### config.mk
export PLATFORM = sky130hd
export DESIGN_NAME = grotdc_readout
export DESIGN_NICKNAME = d
export VERILOG_FILES = /design/src/rtl/grotdc_pkg.sv /design/src/rtl/grotdc_window.sv /design/src/rtl/grotdc_stage_cnt.sv /design/src/rtl/grotdc_summer.sv /design/src/rtl/grotdc_readout.sv
export SDC_FILE = /design/constraint.sdc
export NUM_CORES = 1
export LEC_CHECK = 0
export ABC_AREA = 1
export BUFFER_PORTS_ARGS = -buffer_cell sky130_fd_sc_hd__buf_2
export CAP_MARGIN = 20
export CORE_ASPECT_RATIO = 1.75
export CORE_MARGIN = 8
export CORE_UTILIZATION = 55
export CTS_CLUSTER_DIAMETER = 150
export DETAILED_ROUTE_END_ITERATION = 10
export MAX_ROUTING_LAYER = met4
export PLACE_DENSITY_LB_ADDON = 0.05
export REMOVE_ABC_BUFFERS = 1
export SYNTH_ARGS = -nofsm -noshare
export SYNTH_HDL_FRONTEND = slang
export SYNTH_SLANG_ARGS = --single-unit
### constraint.sdc
create_clock -name clk -period 6.1 [get_ports clk]
set_input_delay 0.305 -clock clk [delete_from_list [all_inputs] [get_ports clk]]
set_output_delay 0.305 -clock clk [all_outputs]
set_load 0.1 [all_outputs]
### src/rtl/grotdc_pkg.sv
package grotdc_pkg;
  typedef enum logic [1:0] {
    WIN_IDLE   = 2'd0,
    WIN_OPEN   = 2'd1,
    WIN_REPORT = 2'd2
  } win_state_e;
endpackage

### src/rtl/grotdc_window.sv
module grotdc_window
  import grotdc_pkg::*;
(
  input  logic clk,
  input  logic rst_n,
  input  logic ref_pulse_i,
  input  logic fb_pulse_i,
  output logic gate_o,
  output logic clr_o,
  output logic load_o,
  output logic lead_o
);
  win_state_e state_q, state_d;
  logic       lead_q, lead_d;
  logic       close_evt;

  // The edge that did not open the window is the one that closes it.
  assign close_evt = lead_q ? ref_pulse_i : fb_pulse_i;

  always_comb begin
    state_d = state_q;
    lead_d  = lead_q;
    clr_o   = 1'b0;
    unique case (state_q)
      WIN_IDLE: begin
        if (ref_pulse_i && fb_pulse_i) begin
          state_d = WIN_REPORT;
          lead_d  = 1'b0;
          clr_o   = 1'b1;
        end else if (ref_pulse_i || fb_pulse_i) begin
          state_d = WIN_OPEN;
          lead_d  = fb_pulse_i;
          clr_o   = 1'b1;
        end
      end
      WIN_OPEN: begin
        if (close_evt) state_d = WIN_REPORT;
      end
      WIN_REPORT: state_d = WIN_IDLE;
      default:    state_d = WIN_IDLE;
    endcase
  end

  always_ff @(posedge clk or negedge rst_n) begin
    if (!rst_n) begin
      state_q <= WIN_IDLE;
      lead_q  <= 1'b0;
    end else begin
      state_q <= state_d;
      lead_q  <= lead_d;
    end
  end

  assign gate_o = (state_q == WIN_OPEN);
  assign load_o = (state_q == WIN_REPORT);
  assign lead_o = lead_q;


  gate_close_chk: assert property (@(posedge clk) disable iff (!rst_n)
    $fell(gate_o) |-> $past(ref_pulse_i || fb_pulse_i));

  gate_open_chk: assert property (@(posedge clk) disable iff (!rst_n)
    $rose(gate_o) |-> $past(ref_pulse_i ^ fb_pulse_i));

  lead_hold_chk: assert property (@(posedge clk) disable iff (!rst_n)
    (gate_o && $past(gate_o)) |-> $stable(lead_o));
endmodule

### src/rtl/grotdc_stage_cnt.sv
module grotdc_stage_cnt #(
  parameter int CNT_W = 5
) (
  input  logic             clk,
  input  logic             rst_n,
  input  logic             phase_i,
  input  logic             count_en_i,
  input  logic             clr_i,
  output logic [CNT_W-1:0] cnt_o
);
  localparam logic [CNT_W-1:0] CNT_MAX = {CNT_W{1'b1}};

  logic             phase_q;
  logic [CNT_W-1:0] cnt_q, cnt_d;
  logic             toggled;

  assign toggled = phase_i ^ phase_q;

  always_comb begin
    cnt_d = cnt_q;
    if (clr_i)
      cnt_d = '0;
    else if (count_en_i && toggled && (cnt_q != CNT_MAX))
      cnt_d = cnt_q + 1'b1;
  end

  // The previous phase follows the ring every cycle, so the held phase
  // becomes the reference for the next window.
  always_ff @(posedge clk or negedge rst_n) begin
    if (!rst_n) begin
      phase_q <= 1'b0;
      cnt_q   <= '0;
    end else begin
      phase_q <= phase_i;
      cnt_q   <= cnt_d;
    end
  end

  assign cnt_o = cnt_q;


  closed_hold_chk: assert property (@(posedge clk) disable iff (!rst_n)
    (!clr_i && !count_en_i) |=> $stable(cnt_o));

  stage_nowrap_chk: assert property (@(posedge clk) disable iff (!rst_n)
    !clr_i |=> (cnt_o >= $past(cnt_o)));
endmodule

### src/rtl/grotdc_summer.sv
module grotdc_summer #(
  parameter int NUM_STAGES  = 21,
  parameter int STAGE_CNT_W = 5,
  parameter int SUM_W       = 9
) (
  input  logic                          clk,
  input  logic                          rst_n,
  input  logic                          load_i,
  input  logic                          lead_i,
  input  logic [NUM_STAGES*STAGE_CNT_W-1:0] cnt_flat_i,
  output logic [SUM_W-1:0]              code_o,
  output logic                          sign_o,
  output logic                          valid_o
);
  localparam int RAW_W = STAGE_CNT_W + $clog2(NUM_STAGES) + 1;
  localparam int ACC_W = (RAW_W > SUM_W) ? RAW_W : SUM_W;
  localparam logic [ACC_W-1:0] SAT = ACC_W'({SUM_W{1'b1}});

  logic [ACC_W-1:0] acc;
  logic [SUM_W-1:0] sum_sat;
  logic [SUM_W-1:0] code_q, code_d;
  logic             sign_q, sign_d;
  logic             valid_q;

  always_comb begin
    acc = '0;
    for (int i = 0; i < NUM_STAGES; i++)
      acc = acc + ACC_W'(cnt_flat_i[i*STAGE_CNT_W +: STAGE_CNT_W]);
  end

  assign sum_sat = (acc > SAT) ? {SUM_W{1'b1}} : acc[SUM_W-1:0];

  always_comb begin
    code_d = code_q;
    sign_d = sign_q;
    if (load_i) begin
      code_d = sum_sat;
      sign_d = lead_i;
    end
  end

  always_ff @(posedge clk or negedge rst_n) begin
    if (!rst_n) begin
      code_q  <= '0;
      sign_q  <= 1'b0;
      valid_q <= 1'b0;
    end else begin
      code_q  <= code_d;
      sign_q  <= sign_d;
      valid_q <= load_i;
    end
  end

  assign code_o  = code_q;
  assign sign_o  = sign_q;
  assign valid_o = valid_q;


  valid_pulse_chk: assert property (@(posedge clk) disable iff (!rst_n)
    valid_o |=> !valid_o);

  code_hold_chk: assert property (@(posedge clk) disable iff (!rst_n)
    !valid_o |-> ($stable(code_o) && $stable(sign_o)));
endmodule

### src/rtl/grotdc_readout.sv
module grotdc_readout #(
  parameter int NUM_STAGES  = 21,
  parameter int STAGE_CNT_W = 5,
  parameter int SUM_W       = 9
) (
  input  logic                  clk,
  input  logic                  rst_n,
  input  logic                  ref_pulse_i,
  input  logic                  fb_pulse_i,
  input  logic [NUM_STAGES-1:0] ring_phase_i,
  output logic                  gate_o,
  output logic [SUM_W-1:0]      code_o,
  output logic                  fb_lead_o,
  output logic                  valid_o
);
  localparam int FLAT_W = NUM_STAGES * STAGE_CNT_W;

  logic [1:0]        rst_sync_q;
  logic              rst_int_n;
  logic              win_gate, win_clr, win_load, win_lead;
  logic [FLAT_W-1:0] cnt_flat;

  // Reset asserts at once and releases on the second clock edge.
  always_ff @(posedge clk or negedge rst_n) begin
    if (!rst_n) rst_sync_q <= 2'b00;
    else        rst_sync_q <= {rst_sync_q[0], 1'b1};
  end
  assign rst_int_n = rst_sync_q[1];

  grotdc_window u_window (
    .clk         (clk),
    .rst_n       (rst_int_n),
    .ref_pulse_i (ref_pulse_i),
    .fb_pulse_i  (fb_pulse_i),
    .gate_o      (win_gate),
    .clr_o       (win_clr),
    .load_o      (win_load),
    .lead_o      (win_lead)
  );

  for (genvar g = 0; g < NUM_STAGES; g++) begin : g_stage
    grotdc_stage_cnt #(.CNT_W(STAGE_CNT_W)) u_cnt (
      .clk        (clk),
      .rst_n      (rst_int_n),
      .phase_i    (ring_phase_i[g]),
      .count_en_i (win_gate),
      .clr_i      (win_clr),
      .cnt_o      (cnt_flat[g*STAGE_CNT_W +: STAGE_CNT_W])
    );
  end

  grotdc_summer #(
    .NUM_STAGES  (NUM_STAGES),
    .STAGE_CNT_W (STAGE_CNT_W),
    .SUM_W       (SUM_W)
  ) u_summer (
    .clk        (clk),
    .rst_n      (rst_int_n),
    .load_i     (win_load),
    .lead_i     (win_lead),
    .cnt_flat_i (cnt_flat),
    .code_o     (code_o),
    .sign_o     (fb_lead_o),
    .valid_o    (valid_o)
  );

  assign gate_o = win_gate;


  valid_after_close_chk: assert property (@(posedge clk) disable iff (!rst_int_n)
    valid_o |-> ($past(!gate_o) && !gate_o));

  reset_quiet_chk: assert property (@(posedge clk)
    !rst_int_n |-> (!gate_o && !valid_o));
endmodule

### Word level (Yosys, flattened, before mapping)

Index checks and enable logic that the tools add are counted.

* add/subtract/negate cells: 41
* magnitude comparators: 1
* equality and inequality tests: 25
* multiplexer cells: 53
* bitwise operators: 21
* reduce and logical (&&, ||, !) cells: 69

Operators with widths (number)
* 5-bit two-way mux: 42
* 11-bit by 5-bit adder with 11-bit output: 19
* 5-bit by 1-bit adder with 5-bit output, second input constant: 21
* 5-bit inequality test, second input constant: 21
* 2-bit nonzero test: 22
* 1-bit logical AND: 43
* 1-bit bitwise XOR: 21
* 11-bit by 9-bit greater-than comparator with 1-bit output, second input constant: 1
* 9-bit two-way mux: 1
* 5-bit by 5-bit adder with 6-bit output: 1
* 1-bit two-way mux: 6
* 2-bit two-way mux: 3
* 2-bit one-hot mux with 2 select lines: 1
* 2-bit AND reduction: 2
* 3-bit by 1-bit inequality test with 1-bit output, second input constant: 1
* 2-bit by 1-bit == test with 1-bit output, second input constant: 1
* 2-bit == test, second input constant: 1
* 2-bit zero test: 1
* 2-bit inequality test, second input constant: 1
* 1-bit logical OR: 1

* flip-flop bits (word level): 142
* input bits: 25
* logic and storage cells: 258

### Logic depth before layout (Yosys ltp)

Gate-level depths: netlist of run 1.

* depth in word-level cells: 22
* mapped depth: 28

### Modules after synthesis

Synthesis of run 1 repeated with hierarchy kept, for this count alone.

* cells, all modules: 1248
* area, all modules: 10581.4 sq um

Modules (own cells, without submodules)
* grotdc_stage_cnt: instances 21, cells an instance 41, area each 335.3 sq um
* grotdc_summer: instances 1, cells an instance 356, area each 3310.7 sq um
* grotdc_window: instances 1, cells an instance 28, area each 175.2 sq um
* grotdc_readout: instances 1, cells an instance 3, area each 53.8 sq um

### Worst setup path before layout of run 1

OpenSTA, ideal clock, no wires.

* kind: flip-flop to flip-flop
* start point: register g_stage[0].u_cnt.cnt_q[0]
* end point: register u_summer.code_q[3] (netlist: u_summer.code_o[3])
* library setup time: 0.122 ns
* arrival time: 6.084 ns
* required time: 5.978 ns
* slack: -0.105 ns
* stages on the path, launching flop included: 22
* clock period less this slack: 6.205 ns
* path through: dfrtp_1 ha_1 fa_1 xor2_1 fa_1 inv_1 fa_1 inv_1 fa_1 fa_1 fa_1 inv_1 fa_1 inv_1 fa_1 fa_1 nand3_1 nand3_1 a21oi_1 nand3_1 o21ai_0 inv_1

* longest elaborated chain between the ends: 22

RTL lines
* from (decl): line grotdc_stage_cnt.sv:14 `logic [CNT_W-1:0] cnt_q, cnt_d;`
* from (signal assigned): line grotdc_stage_cnt.sv:35 `cnt_q <= cnt_d;`
* 5-bit by 5-bit adder with 6-bit output *: line grotdc_summer.sv:28 `acc = acc + ACC_W'(cnt_flat_i[i*STAGE_CNT_W +: STAGE_CNT_W]);`
* 11-bit by 5-bit adder with 11-bit output * (19 in series): line grotdc_summer.sv:28
* 11-bit by 9-bit greater-than comparator with 1-bit output: line grotdc_summer.sv:31 `assign sum_sat = (acc > SAT) ? {SUM_W{1'b1}} : acc[SUM_W-1:0];`
* 9-bit two-way mux *: line grotdc_summer.sv:31
* to (signal assigned): line grotdc_summer.sv:48 `code_q <= code_d;`
* to (decl): line grotdc_summer.sv:21 `logic [SUM_W-1:0] code_q, code_d;`

Mark *: on every way between the ends. The rest lies on a longest branch, timed or not.
A chain may end at the register's enable or synchronous reset.

### Final worst setup path of run 1

* start point: register g_stage[1].u_cnt.cnt_q[0]
* end point: register u_summer.code_q[3] (netlist: u_summer.code_o[3])

* longest elaborated chain between the ends: 22

RTL lines (line)
* from (decl): grotdc_stage_cnt.sv:14
* from (signal assigned): grotdc_stage_cnt.sv:35
* 5-bit by 5-bit adder with 6-bit output *: grotdc_summer.sv:28
* 11-bit by 5-bit adder with 11-bit output * (19 in series): grotdc_summer.sv:28
* 11-bit by 9-bit greater-than comparator with 1-bit output: grotdc_summer.sv:31
* 9-bit two-way mux *: grotdc_summer.sv:31

Marks and branches as above.

==> flow_metrics.env, run 1 <==
export IMPL_worst_pin_slew_ns=0.986
export IMPL_fin_crit_sh_pct=98.5
export IMPL_critPathBufInv=6
export IMPL_synthCells=1082
export IMPL_rsz0062_at_grt="yes"
export IMPL_io_buffers=36
export IMPL_coreArea_um2=18000
export IMPL_dr_pass1_iters=4
export IMPL_ant_nets=0
export IMPL_whs_ns=0.0182
export IMPL_wire_per_inst_um=14.3
export IMPL_multi_input_area_um2=5680
export IMPL_drive_above_1_share_pct=16.9
export IMPL_start_kind="flop"
export IMPL_yosysWarnings=0
export IMPL_mappedNetlistArea_um2=10000
export IMPL_pre_cts_slack_ns=-0.208
export IMPL_seqCellArea_um2=3560
export IMPL_drtIter0Drc=334
export IMPL_setup_viol=0
export IMPL_end_kind="flop"
export IMPL_fp_dieH_um=195
export IMPL_cap_violations=0
export IMPL_worstPathRequired_ns=6.42
export IMPL_worstPathArrival_ns=6.33
export IMPL_period_needed_ns=6.01
export IMPL_yosys_area_top_type_share_pct=35.5
export IMPL_h_tree_depth=4
export IMPL_cts_root_buf="clkbuf_16"
export IMPL_ys_seq_elements=142
export IMPL_synth_yosys_seq_area_share_pct=35.5
export IMPL_crit_type="flop to flop"
export IMPL_maxSlewHeadroom_pct=34.3
export IMPL_core_rowCount=65
export IMPL_hold_violations=0
export IMPL_cts_tree="yes"
export IMPL_cp_common_cell="fa_1"
export IMPL_first_global_vias=7502
export IMPL_ys_types=31
export IMPL_finalMaxSlewViolations=0
export IMPL_viasPerCell=4.94
export IMPL_fillers=1554
export IMPL_area_growth_synth_to_final_pct=15.6
export IMPL_crit_chain="ha_2 > fa_2 > nand3_2 > nand2_2 > xor2_2 > fa_1 > inv_2 > fa_1 > fa_1 > fa_1 > fa_1 > inv_1 > fa_1 > inv_1 > fa_1 > inv_2 > ha_4 > nand2_1 > nand3_2 > a21oi_2 > buf_6 > nand3_1 > o21ai_1 > inv_1"
export IMPL_max_stage_delay_ns=0.54
export IMPL_max_freq_mhz=166
export IMPL_crit_family="adder cells"
export IMPL_fin_nets=1347
export IMPL_ioPinCount=37
export IMPL_place_area_um2=10500
export IMPL_gp_congestion=0.847
export IMPL_layout_setup_ws_ns=0.0889
export IMPL_cts_buffers=17
export IMPL_die_w_um=118
export IMPL_cts_sinks=142
export IMPL_fp_dieArea_um2=23000
export IMPL_skew_ns=0.00874
export IMPL_yosysTopAreaCell="dfrtp_1"
export IMPL_slowest_stage="fa_1"
export IMPL_hpwl_um=15400
export IMPL_start_util_pct=55.7
export IMPL_route_detailed_drc=0
export IMPL_synth_area_top_cells="dfrtp_1, fa_1, ha_1"
export IMPL_num_vias=6954
export IMPL_cp_max_fo=6
export IMPL_drt_wl_total_um=20100
export IMPL_fin_area_um2=11600
export IMPL_insertedDiodeCount=0
export IMPL_antenna_found_initial=0
export IMPL_grt_max_degree=75
export IMPL_syn_avg_cell_area_um2=9.26
export IMPL_status="completed"
export IMPL_overflow=0
export IMPL_grt_pass1_wl_um=35300
export IMPL_insertion_delay_ns=0.43
export IMPL_hp_class="primary input to flop"
export IMPL_clk_pin_slew_ns=0.06
export IMPL_grtUsageTotal_pct=19.9
export IMPL_cts_buffer_depth=2
## final timing paths
kind	from	endpoint	slack [ns]	depth (start not counted)
setup reg to reg	g_stage[1].u_cnt.cnt_o[0]$_DFFE_PN0P_	u_summer.code_o[3]$_DFFE_PN0P_	0.09	24
max in group asynchronous	rst_sync_q[1]$_DFF_PN0_	g_stage[6].u_cnt.cnt_o[3]$_DFFE_PN0P_	4.15	1
hold reg to reg	rst_sync_q[0]$_DFF_PN0_	rst_sync_q[1]$_DFF_PN0_	0.35	0
setup / recovery	g_stage[1].u_cnt.cnt_o[0]$_DFFE_PN0P_	u_summer.code_o[3]$_DFFE_PN0P_	0.09	24
hold / removal	ring_phase_i[18]	g_stage[18].u_cnt.phase_q$_DFF_PN0_	0.02	1
min in group asynchronous	rst_n	rst_sync_q[1]$_DFF_PN0_	0.18	2
## cells by family after synthesis
family                     synth area share [%]
buffers and inverters                      9.39
AOI/OAI and AO/OA                          6.60
xor gates and xnor gates                   2.45
DFF                                        35.5
and+or+nand+nor                            19.5
other                                    0.0374
adders and majority gates                  26.6
## repair_timing
action,in CTS,in global routing
pin swaps,11,37
endpoints found under the setup margin,9,9
setup buffers,1,1
endpoints found under the hold margin,22,0
gates resized for setup,6,38
hold buffers,21,0
## synthesized netlist by cell type, drive strengths merged
master / count
dfrtp: 142
xnor2: 3
nand4: 1
a21oi: 28
fa: 86
buf: 11
nor2: 84
clkinv: 3
clkbuf: 3
nand2: 197
o21bai: 1
o21ai: 80
xor2: 25
nand3: 72
nor3: 48
inv: 219
conb: 1
o21a: 1
nand3b: 1
a211oi: 1
ha: 75
## flip-flops by register name, indices dropped and copies added, names as in the netlist
register / count
g_stage.u_cnt.cnt_o: 105
g_stage.u_cnt.phase_q: 21
rst_sync_q: 2
u_summer.code_o: 9
u_summer.sign_o: 1
u_summer.valid_o: 1
u_window.lead_o: 1
u_window.state_q: 2
## metal layers
layer  part of all wire [%]  up-vias  GRT usage, %
met5                      0        -             -
met4                    1.4        0          6.35
met3                    1.5       19          3.13
met2                     59       38          38.2
met1                     38     3378          19.8
li1                       -     3519             -
## metrics by stage
stage                     setup TNS, ns  util [%]  instances
after floorplan                  -0.483         -       1068
after global placement            -1.10      58.5       1353
after detailed placement          -1.61      58.5       1353
after CTS                             0      63.7       1407
after global routing              -1.37      64.4       1408
final                                 0      64.4       1408
## cell type report
cell class	instances	area share [%]
Multi-Input combinational cell	704	49.1
Sequential cell	142	30.7
Inverter	222	7.22
Timing Repair Buffer	74	4.54
Clock buffer	23	4.39
Tap cell	234	2.53
Clock inverter	9	1.53
## worst reg2reg max path: stages (launching register included)
cell and delay (ns):
dfrtp_1 0.38, ha_2 0.20, fa_2 0.42, nand3_2 0.08, nand2_2 0.06, xor2_2 0.15, fa_1 0.52, inv_2 0.04
fa_1 0.47, fa_1 0.54, fa_1 0.52, fa_1 0.50, inv_1 0.05, fa_1 0.48, inv_1 0.05, fa_1 0.49
inv_2 0.05, ha_4 0.23, nand2_1 0.10, nand3_2 0.10, a21oi_2 0.15, buf_6 0.13, nand3_1 0.06, o21ai_1 0.09
inv_1 0.05
## cells in the final DEF (no fill, tap or decap), types with 15 or more instances in the layout
| cell type | netlist | layout |
|---|---|---|
| nor2_4 | 21 | 21 |
| nand2_4 | 15 | 16 |
| nor3_1 | 48 | 48 |
| a21oi_1 | 28 | 26 |
| nand3_1 | 72 | 66 |
| xor2_1 | 25 | 22 |
| o21ai_2 | 26 | 25 |
| dfrtp_1 | 142 | 141 |
| inv_1 | 213 | 206 |
| buf_2 | 7 | 36 |
| buf_4 | 2 | 15 |
| ha_1 | 75 | 71 |
| clkbuf_16 | 0 | 17 |
| fa_1 | 86 | 82 |
| nor2_1 | 63 | 59 |
| dlygate4sd3_1 | 0 | 21 |
| o21ai_0 | 44 | 42 |
| nand2_1 | 177 | 169 |
Power of run 1 is not shown: default switching activity piles up to over one toggle a cycle in this logic, so the estimate is an artifact.
==> inputs of run 2 (changes only) <==
--- a/config.mk
+++ b/config.mk
@@ -5,7 +5,7 @@
 export SDC_FILE = /design/constraint.sdc
 export NUM_CORES = 1
 export LEC_CHECK = 0
-export ABC_AREA = 1
+export ABC_AREA = 0
 export BUFFER_PORTS_ARGS = -buffer_cell sky130_fd_sc_hd__buf_2
 export CAP_MARGIN = 20
 export CORE_ASPECT_RATIO = 1.75
@@ -16,6 +16,7 @@
 export MAX_ROUTING_LAYER = met4
 export PLACE_DENSITY_LB_ADDON = 0.05
 export REMOVE_ABC_BUFFERS = 1
+export SLEW_MARGIN = 20
 export SYNTH_ARGS = -nofsm -noshare
 export SYNTH_HDL_FRONTEND = slang
 export SYNTH_SLANG_ARGS = --single-unit
==> run 2 against run 1 <==
- the flow now finishes with violations (setup timing)
- highest routed layer unchanged
- register-to-register slack lost 0.28 ns
- synthesized cell count fell by 23%
- critical endpoint is now u_summer.code_o[6]$_DFFE_PN0P_
- utilization decreased by 0.083 points
==> flow_metrics.env, run 2 <==
export IMPL_synth_edff_count=0
export IMPL_insertedDiodeCount=0
export IMPL_r2r_end="u_summer.code_o[6]$_DFFE_PN0P_"
export IMPL_post_route_util_pct=64.3
export IMPL_hold_path_depth=2
export IMPL_status="finished, violations left"
export IMPL_fin_crit_sh_pct=103
export IMPL_worstHoldStart="ref_pulse_i"
export IMPL_drive_above_1_share_pct=14.1
export IMPL_ioPinCount=37
export IMPL_fillers=1376
export IMPL_synth_yosys_seq_area_share_pct=37.6
export IMPL_synthCells=837
export IMPL_ys_seq_elements=142
export IMPL_synth_area_top_cells="dfrtp_1, fa_1, ha_1"
export IMPL_crit_type="flop to flop"
export IMPL_hp_class="primary input to flop"
export IMPL_grtUsageTotal_pct=20.0
export IMPL_syn_avg_cell_area_um2=11.3
export IMPL_yosys_area_top_type_share_pct=37.6
export IMPL_route_detailed_drc=0
export IMPL_largest_reg_flops=105
export IMPL_viasPerCell=5.12
export IMPL_max_freq_mhz=159
export IMPL_worstHoldEndpoint="u_window.lead_o$_DFFE_PN0P_"
export IMPL_reg2reg_depth=22
export IMPL_finalMaxSlewViolations=0
export IMPL_num_vias=5944
export IMPL_dr_pass1_iters=4
export IMPL_async_reset_ff_share_pct=100
export IMPL_cts_root_buf="clkbuf_16"
export IMPL_cp_max_fo=5
export IMPL_worst_pin_slew_ns=0.826
export IMPL_pwr_density_cell_nw_per_um2=575
export IMPL_core_rowCount=63
export IMPL_fp_dieArea_um2=21800
export IMPL_timing_rr_start="g_stage[1].u_cnt.cnt_o[1]$_DFFE_PN0P_"
export IMPL_pre_cts_slack_ns=-0.580
export IMPL_mappedNetlistArea_um2=9440
export IMPL_yosysMostFrequentCell="dfrtp_1"
export IMPL_max_vdd_ir_drop_v=0.000793
export IMPL_cts_tree="yes"
export IMPL_leakagePower_nw=5.32
export IMPL_wire_per_inst_um=16.1
export IMPL_gp_congestion=0.865
export IMPL_drt_wl_total_um=18700
export IMPL_io_buffers=36
export IMPL_setup_viol=9
export IMPL_ant_nets=0
export IMPL_cap_violations=0
export IMPL_antenna_found_initial=0
export IMPL_r2r_setup_slack_ns=-0.19
export IMPL_first_global_vias=6740
export IMPL_violations="setup timing"
export IMPL_yosysWarnings=0
export IMPL_layout_setup_ws_ns=-0.192
export IMPL_yosysTopAreaCell="dfrtp_1"
export IMPL_worstPathArrival_ns=6.61
export IMPL_overflow=0
export IMPL_clk_pin_slew_ns=0.06
export IMPL_ys_types=37
export IMPL_worstPathRequired_ns=6.42
export IMPL_stdcell_count=1161
export IMPL_final_cell_mix="dfrtp_1, inv_1, nor2_1, fa_1, ha_1"
export IMPL_maxSlewHeadroom_pct=44.9
export IMPL_synth_ff_type="dfrtp_1"
export IMPL_skew_ns=0.00726
export IMPL_die_w_um=115
export IMPL_hpwl_um=14300
export IMPL_cts_buffers=17
export IMPL_fin_nets=1108
export IMPL_grt_pass1_wl_um=32700
export IMPL_coreArea_um2=16900
export IMPL_area_growth_synth_to_final_pct=15.0
export IMPL_period_needed_ns=6.29
export IMPL_fp_dieH_um=189
export IMPL_end_kind="flop"
export IMPL_synth_top_cells_by_count="dfrtp_1, inv_1, nor2_1"
export IMPL_start_kind="flop"
export IMPL_insertion_delay_ns=0.43
export IMPL_cts_buffer_depth=2
export IMPL_placedCellCount=1105
export IMPL_grt_max_degree=66
export IMPL_fin_tns_setup_ns=-1.63
export IMPL_hold_violations=0
export IMPL_rsz0062_at_grt="yes"
export IMPL_start_util_pct=56.0
export IMPL_drtIter0Drc=230
export IMPL_h_tree_depth=4
export IMPL_cts_sinks=142
export IMPL_final_common_cell="dfrtp_1"
run 2: layout make-up:
| cell class | count | area, um^2 | area share (%) |
|---|---|---|---|
| clock inverters | 6 | 60.1 | 0.553 |
| inverters | 118 | 443 | 4.08 |
| multi-input cells | 561 | 5440 | 50.1 |
| well taps | 227 | 284 | 2.62 |
| flip-flops and latches | 142 | 3560 | 32.8 |
| repair buffers | 82 | 588 | 5.42 |
| clock buffers | 25 | 485 | 4.47 |
run 2: how the worst max path moves through the flow:
stage / start / to / slack [ns]
2_1_floorplan: g_stage[0].u_cnt.cnt_o[0]$_DFFE_PN0P_ / u_summer.code_o[0]$_DFFE_PN0P_ / -0.35
3_3_place_gp: g_stage[0].u_cnt.cnt_o[0]$_DFFE_PN0P_ / u_summer.code_o[4]$_DFFE_PN0P_ / -0.50
3_5_place_dp: g_stage[0].u_cnt.cnt_o[0]$_DFFE_PN0P_ / u_summer.code_o[8]$_DFFE_PN0P_ / -0.58
4_1_cts: g_stage[1].u_cnt.cnt_o[0]$_DFFE_PN0P_ / u_summer.code_o[6]$_DFFE_PN0P_ / -0.25
5_1_grt: g_stage[0].u_cnt.cnt_o[0]$_DFFE_PN0P_ / u_summer.code_o[6]$_DFFE_PN0P_ / -0.43
6_report: g_stage[1].u_cnt.cnt_o[1]$_DFFE_PN0P_ / u_summer.code_o[6]$_DFFE_PN0P_ / -0.19
run 2: what timing repair did:
item	in CTS	in global routing
hold buffers	22	0
resized for setup	19	6
setup buffers	1	2
endpoints found under the hold margin	23	0
setup endpoints to repair	9	9
pin swaps	40	26
run 2: power breakdown:
group          switching [mW]  total (mW)  internal [mW]
sequential              0.171        1.27           1.10
combinational            2.27        4.00           1.73
clock                   0.385       0.973          0.588
total                    2.83        6.24           3.42
run 2: per-stage QoR:
stage          hold WS (ns)  cell area [um^2]  total power, mW
4_1_cts              0.0955             10800             6.20
6_report              0.118             10900             6.24
3_3_place_gp         0.0896              9970             4.96
3_5_place_dp         0.0935              9970             5.00
2_1_floorplan       0.00941              9340             3.91
5_1_grt               0.123             10900             6.93
run 2: critical path, cell delays in order (launching register included):
cell	delay, ns
dfrtp_1	0.42
ha_1	0.31
a21o_1	0.20
a21oi_2	0.20
xnor2_2	0.09
fa_1	0.54
inv_1	0.05
fa_1	0.46
fa_1	0.52
inv_1	0.06
fa_1	0.48
fa_1	0.50
fa_1	0.52
inv_1	0.05
fa_1	0.49
inv_2	0.05
ha_4	0.23
a211oi_2	0.21
o21bai_1	0.12
o211ai_1	0.17
nand3_1	0.17
buf_6	0.19
o22a_1	0.16
run 2: kinds of logic after synthesis:
group / count (synthesis) / share of synthesized area (%)
buffers and inverters: 134 / 5.81
DFF: 142 / 37.6
xor gates and xnor gates: 92 / 8.54
muxes: 23 / 2.47
and+or+nand+nor: 227 / 13.6
other: 1 / 0.0397
AOI/OAI and AO/OA: 57 / 3.74
adders and majority gates: 161 / 28.2
run 2: per-layer routing:
metal	wire length, um	vias up	part of all wire, %	global-route usage (%)
li1	-	2843	-	-
met1	7170	3008	38	20.5
met2	10600	61	57	36.2
met3	380	32	2.0	3.67
met4	483	0	2.6	8.44
met5	0	-	0	-
Power figures use the tool's default switching activity.
==> inputs of run 3 (changes only) <==
--- a/config.mk
+++ b/config.mk
@@ -10,7 +10,7 @@
 export CAP_MARGIN = 20
 export CORE_ASPECT_RATIO = 1.75
 export CORE_MARGIN = 8
-export CORE_UTILIZATION = 55
+export CORE_UTILIZATION = 35
 export CTS_CLUSTER_DIAMETER = 150
 export DETAILED_ROUTE_END_ITERATION = 10
 export MAX_ROUTING_LAYER = met4
@@ -19,4 +19,5 @@
 export SLEW_MARGIN = 20
 export SYNTH_ARGS = -nofsm -noshare
 export SYNTH_HDL_FRONTEND = slang
+export SYNTH_HIERARCHICAL = 1
 export SYNTH_SLANG_ARGS = --single-unit
==> run 3 against run 2 <==
- the run now ends clean
- synthesized area up 6.3%
- utilization down 24 points
- routed wire length up 29%
- sequential share of layout area down 2.0 points
- synthesized cell count up 17%
- power down 5.1%
- flip-flop and latch count unchanged
- critical path depth down 5
- cell area up 6.5%
- clock power up 18%
- register-to-register slack better by 0.67 ns
- worst setup slack better by 0.67 ns
- largest power group unchanged
- highest routed layer unchanged
==> flow_metrics.env, run 3 <==
export IMPL_status="completed"
export IMPL_synthCells=978
export IMPL_ys_seq_elements=142
export IMPL_grt_max_degree=141
export IMPL_crit_chain="inv_1 > fa_1 > inv_1 > fa_1 > fa_1 > fa_1 > fa_1 > inv_1 > fa_1 > fa_1 > inv_1 > ha_1 > fa_1 > nand3_1 > a21oi_1 > nand2b_1 > a31oi_1"
export IMPL_multi_input_area_um2=5920
export IMPL_ant_nets=0
export IMPL_max_freq_mhz=178
export IMPL_power_share_clock_pct=19.5
export IMPL_yosys_area_top_type_share_pct=35.4
export IMPL_wl_met3_um=466
export IMPL_drive_above_1_share_pct=11.7
export IMPL_wire_per_inst_um=16.7
export IMPL_coreArea_um2=28400
export IMPL_dr_pass1_iters=4
export IMPL_final_cell_mix="inv_1, dfrtp_1, a21oi_1, fa_1, nand3_1"
export IMPL_route_detailed_drc=0
export IMPL_comb_power_share_pct=58.2
export IMPL_overflow=0
export IMPL_fin_crit_sh_pct=92.2
export IMPL_worst_pin_slew_ns=0.839
export IMPL_synth_top_cells_by_count="inv_1, dfrtp_1, a21oi_1"
export IMPL_period_needed_ns=5.62
export IMPL_cts_sinks=142
export IMPL_yosysWarnings=6
export IMPL_largest_reg_flops=105
export IMPL_area_growth_synth_to_final_pct=15.2
export IMPL_p_switching_mw=2.81
export IMPL_fp_dieH_um=240
export IMPL_ctsHoldBuffers=18
export IMPL_cts_buffer_depth=2
export IMPL_fin_nets=1233
export IMPL_grtUsageTotal_pct=15.8
export IMPL_ioPinCount=37
export IMPL_worstPathRequired_ns=6.47
export IMPL_hp_class="primary input to flop"
export IMPL_cts_root_buf="clkbuf_16"
export IMPL_post_cts_setup_buffers=0
export IMPL_synth_area_top_cells="dfrtp_1, fa_1, ha_1"
export IMPL_yosysMostFrequentCell="inv_1"
export IMPL_leakagePower_nw=5.42
export IMPL_wl_met2_um=13500
export IMPL_hpwl_um=18000
export IMPL_drtIter0Drc=281
export IMPL_finalMaxSlewViolations=0
export IMPL_cap_violations=0
export IMPL_worstPathArrival_ns=5.99
export IMPL_pwr_density_cell_nw_per_um2=512
export IMPL_hold_violations=0
export IMPL_seqCellArea_um2=3560
export IMPL_synth_yosys_seq_area_share_pct=35.4
export IMPL_cts_buffers=17
export IMPL_cts_tree="yes"
export IMPL_gp_congestion=0.771
export IMPL_routed_top_layer="met4"
export IMPL_rsz0062_at_grt="no"
export IMPL_viasPerCell=4.89
export IMPL_h_tree_depth=4
export IMPL_max_vdd_ir_drop_v=0.000517
export IMPL_whs_ns=0.0292
export IMPL_start_kind="flop"
export IMPL_setup_viol=0
export IMPL_mappedNetlistArea_um2=10000
export IMPL_final_common_cell="inv_1"
export IMPL_max_stage_delay_ns=0.56
export IMPL_antenna_found_initial=0
export IMPL_fin_tns_setup_ns=0
export IMPL_first_global_vias=7729
export IMPL_start_util_pct=35.3
export IMPL_insertion_delay_ns=0.44
export IMPL_drt_wl_total_um=24100
export IMPL_maxSlewHeadroom_pct=44.1
export IMPL_num_vias=7062
export IMPL_skew_ns=0.00759
export IMPL_slowest_stage="fa_1"
export IMPL_io_buffers=36
export IMPL_insertedDiodeCount=0
export IMPL_p_int_mw=3.11
export IMPL_core_rowCount=82
export IMPL_cp_max_fo=5
export IMPL_synth_edff_count=0
export IMPL_fp_dieArea_um2=34600
export IMPL_end_kind="flop"
export IMPL_clk_pin_slew_ns=0.06
export IMPL_synth_ff_type="dfrtp_1"
export IMPL_yosysTopAreaCell="dfrtp_1"
export IMPL_fillers=2823
export IMPL_ys_types=43
export IMPL_cp_common_cell="fa_1"
export IMPL_seqPwrFrac_pct=22.3
export IMPL_cts_resized=0
export IMPL_wl_met1_um=9590
export IMPL_swShare_pct=47.4
export IMPL_async_reset_ff_share_pct=100
export IMPL_crit_type="flop to flop"
export IMPL_die_w_um=144
export IMPL_syn_avg_cell_area_um2=10.3
export IMPL_grt_pass1_wl_um=40600
==> run 3: worst max-delay path, delay by kind of cell (launching register included) <==
kind	cells	cell delay, ns
compound gates	2	0.25
fa+ha+maj	9	4.37
buf+inv	4	0.23
flops	1	0.40
simple gates	2	0.28
==> run 3: power groups by stage <==
| stage | sequential [mW] | combinational, mW | clock, mW |
|---|---|---|---|
| 6_report | 1.32 | 3.45 | 1.15 |
| 3_5_place_dp | 1.35 | 3.59 | 0 |
| 2_1_floorplan | 1.53 | 2.24 | 0 |
| 3_3_place_gp | 1.35 | 3.60 | 0 |
| 5_1_grt | 1.36 | 4.07 | 1.23 |
| 4_1_cts | 1.33 | 3.61 | 1.19 |
==> run 3: path summary, 6_finish.rpt <==
kind	startpoint	to	slack (ns)	cells past startpoint
max in group asynchronous	rst_sync_q[1]$_DFF_PN0_	g_stage[20].u_cnt/cnt_o[1]$_DFFE_PN0P_	5.01	1
worst max-delay path	g_stage[0].u_cnt/cnt_o[2]$_DFFE_PN0P_	u_summer/code_o[6]$_DFFE_PN0P_	0.48	17
worst max register to register	g_stage[0].u_cnt/cnt_o[2]$_DFFE_PN0P_	u_summer/code_o[6]$_DFFE_PN0P_	0.48	17
worst min-delay path	ring_phase_i[9]	g_stage[9].u_cnt/phase_q$_DFF_PN0_	0.03	1
min in group asynchronous	rst_n	rst_sync_q[1]$_DFF_PN0_	0.17	2
worst min register to register	rst_sync_q[0]$_DFF_PN0_	rst_sync_q[1]$_DFF_PN0_	0.35	0
==> run 3: logic make-up (layout without fill, tap and decap cells) <==
kind of cell,after synthesis,after routing,synth area share (%)
AO/OA/AOI/OAI,197,197,11.2
XOR/XNOR,44,44,3.84
adder cells (fa/ha/maj),156,156,26.2
buffers and inverters,154,241,5.77
flip-flops,142,142,35.4
multiplexers,23,23,2.57
other,1,1,0.0374
AND/OR/NAND/NOR,261,261,15.0
==> run 3: final cells by class <==
cell class	instances	share of cell area (%)
clock inverter	10	1.37
multi-input combinational	682	51.2
tap	378	4.09
clock buffer	22	4.19
inverter	151	4.90
sequential	142	30.8
timing repair buffer	58	3.49
==> run 3: routing by layer <==
| layer | vias up | global-route usage, % |
|---|---|---|
| met5 | - | - |
| met4 | 0 | 6.05 |
| met3 | 31 | 2.58 |
| met2 | 61 | 29.0 |
| met1 | 3485 | 16.5 |
| li1 | 3485 | - |
==> run 3: metrics by stage <==
step	area [um^2]	instances	utilization (%)	setup WS, ns	power (mW)
floorplan	10000	975	-	0.736	3.77
global placement	10700	1393	37.8	0.436	4.95
detailed placement	10700	1393	37.8	0.424	4.93
CTS	11600	1443	40.7	0.400	6.14
global route	11600	1443	40.7	0.129	6.65
finish	11600	1443	40.7	0.476	5.92
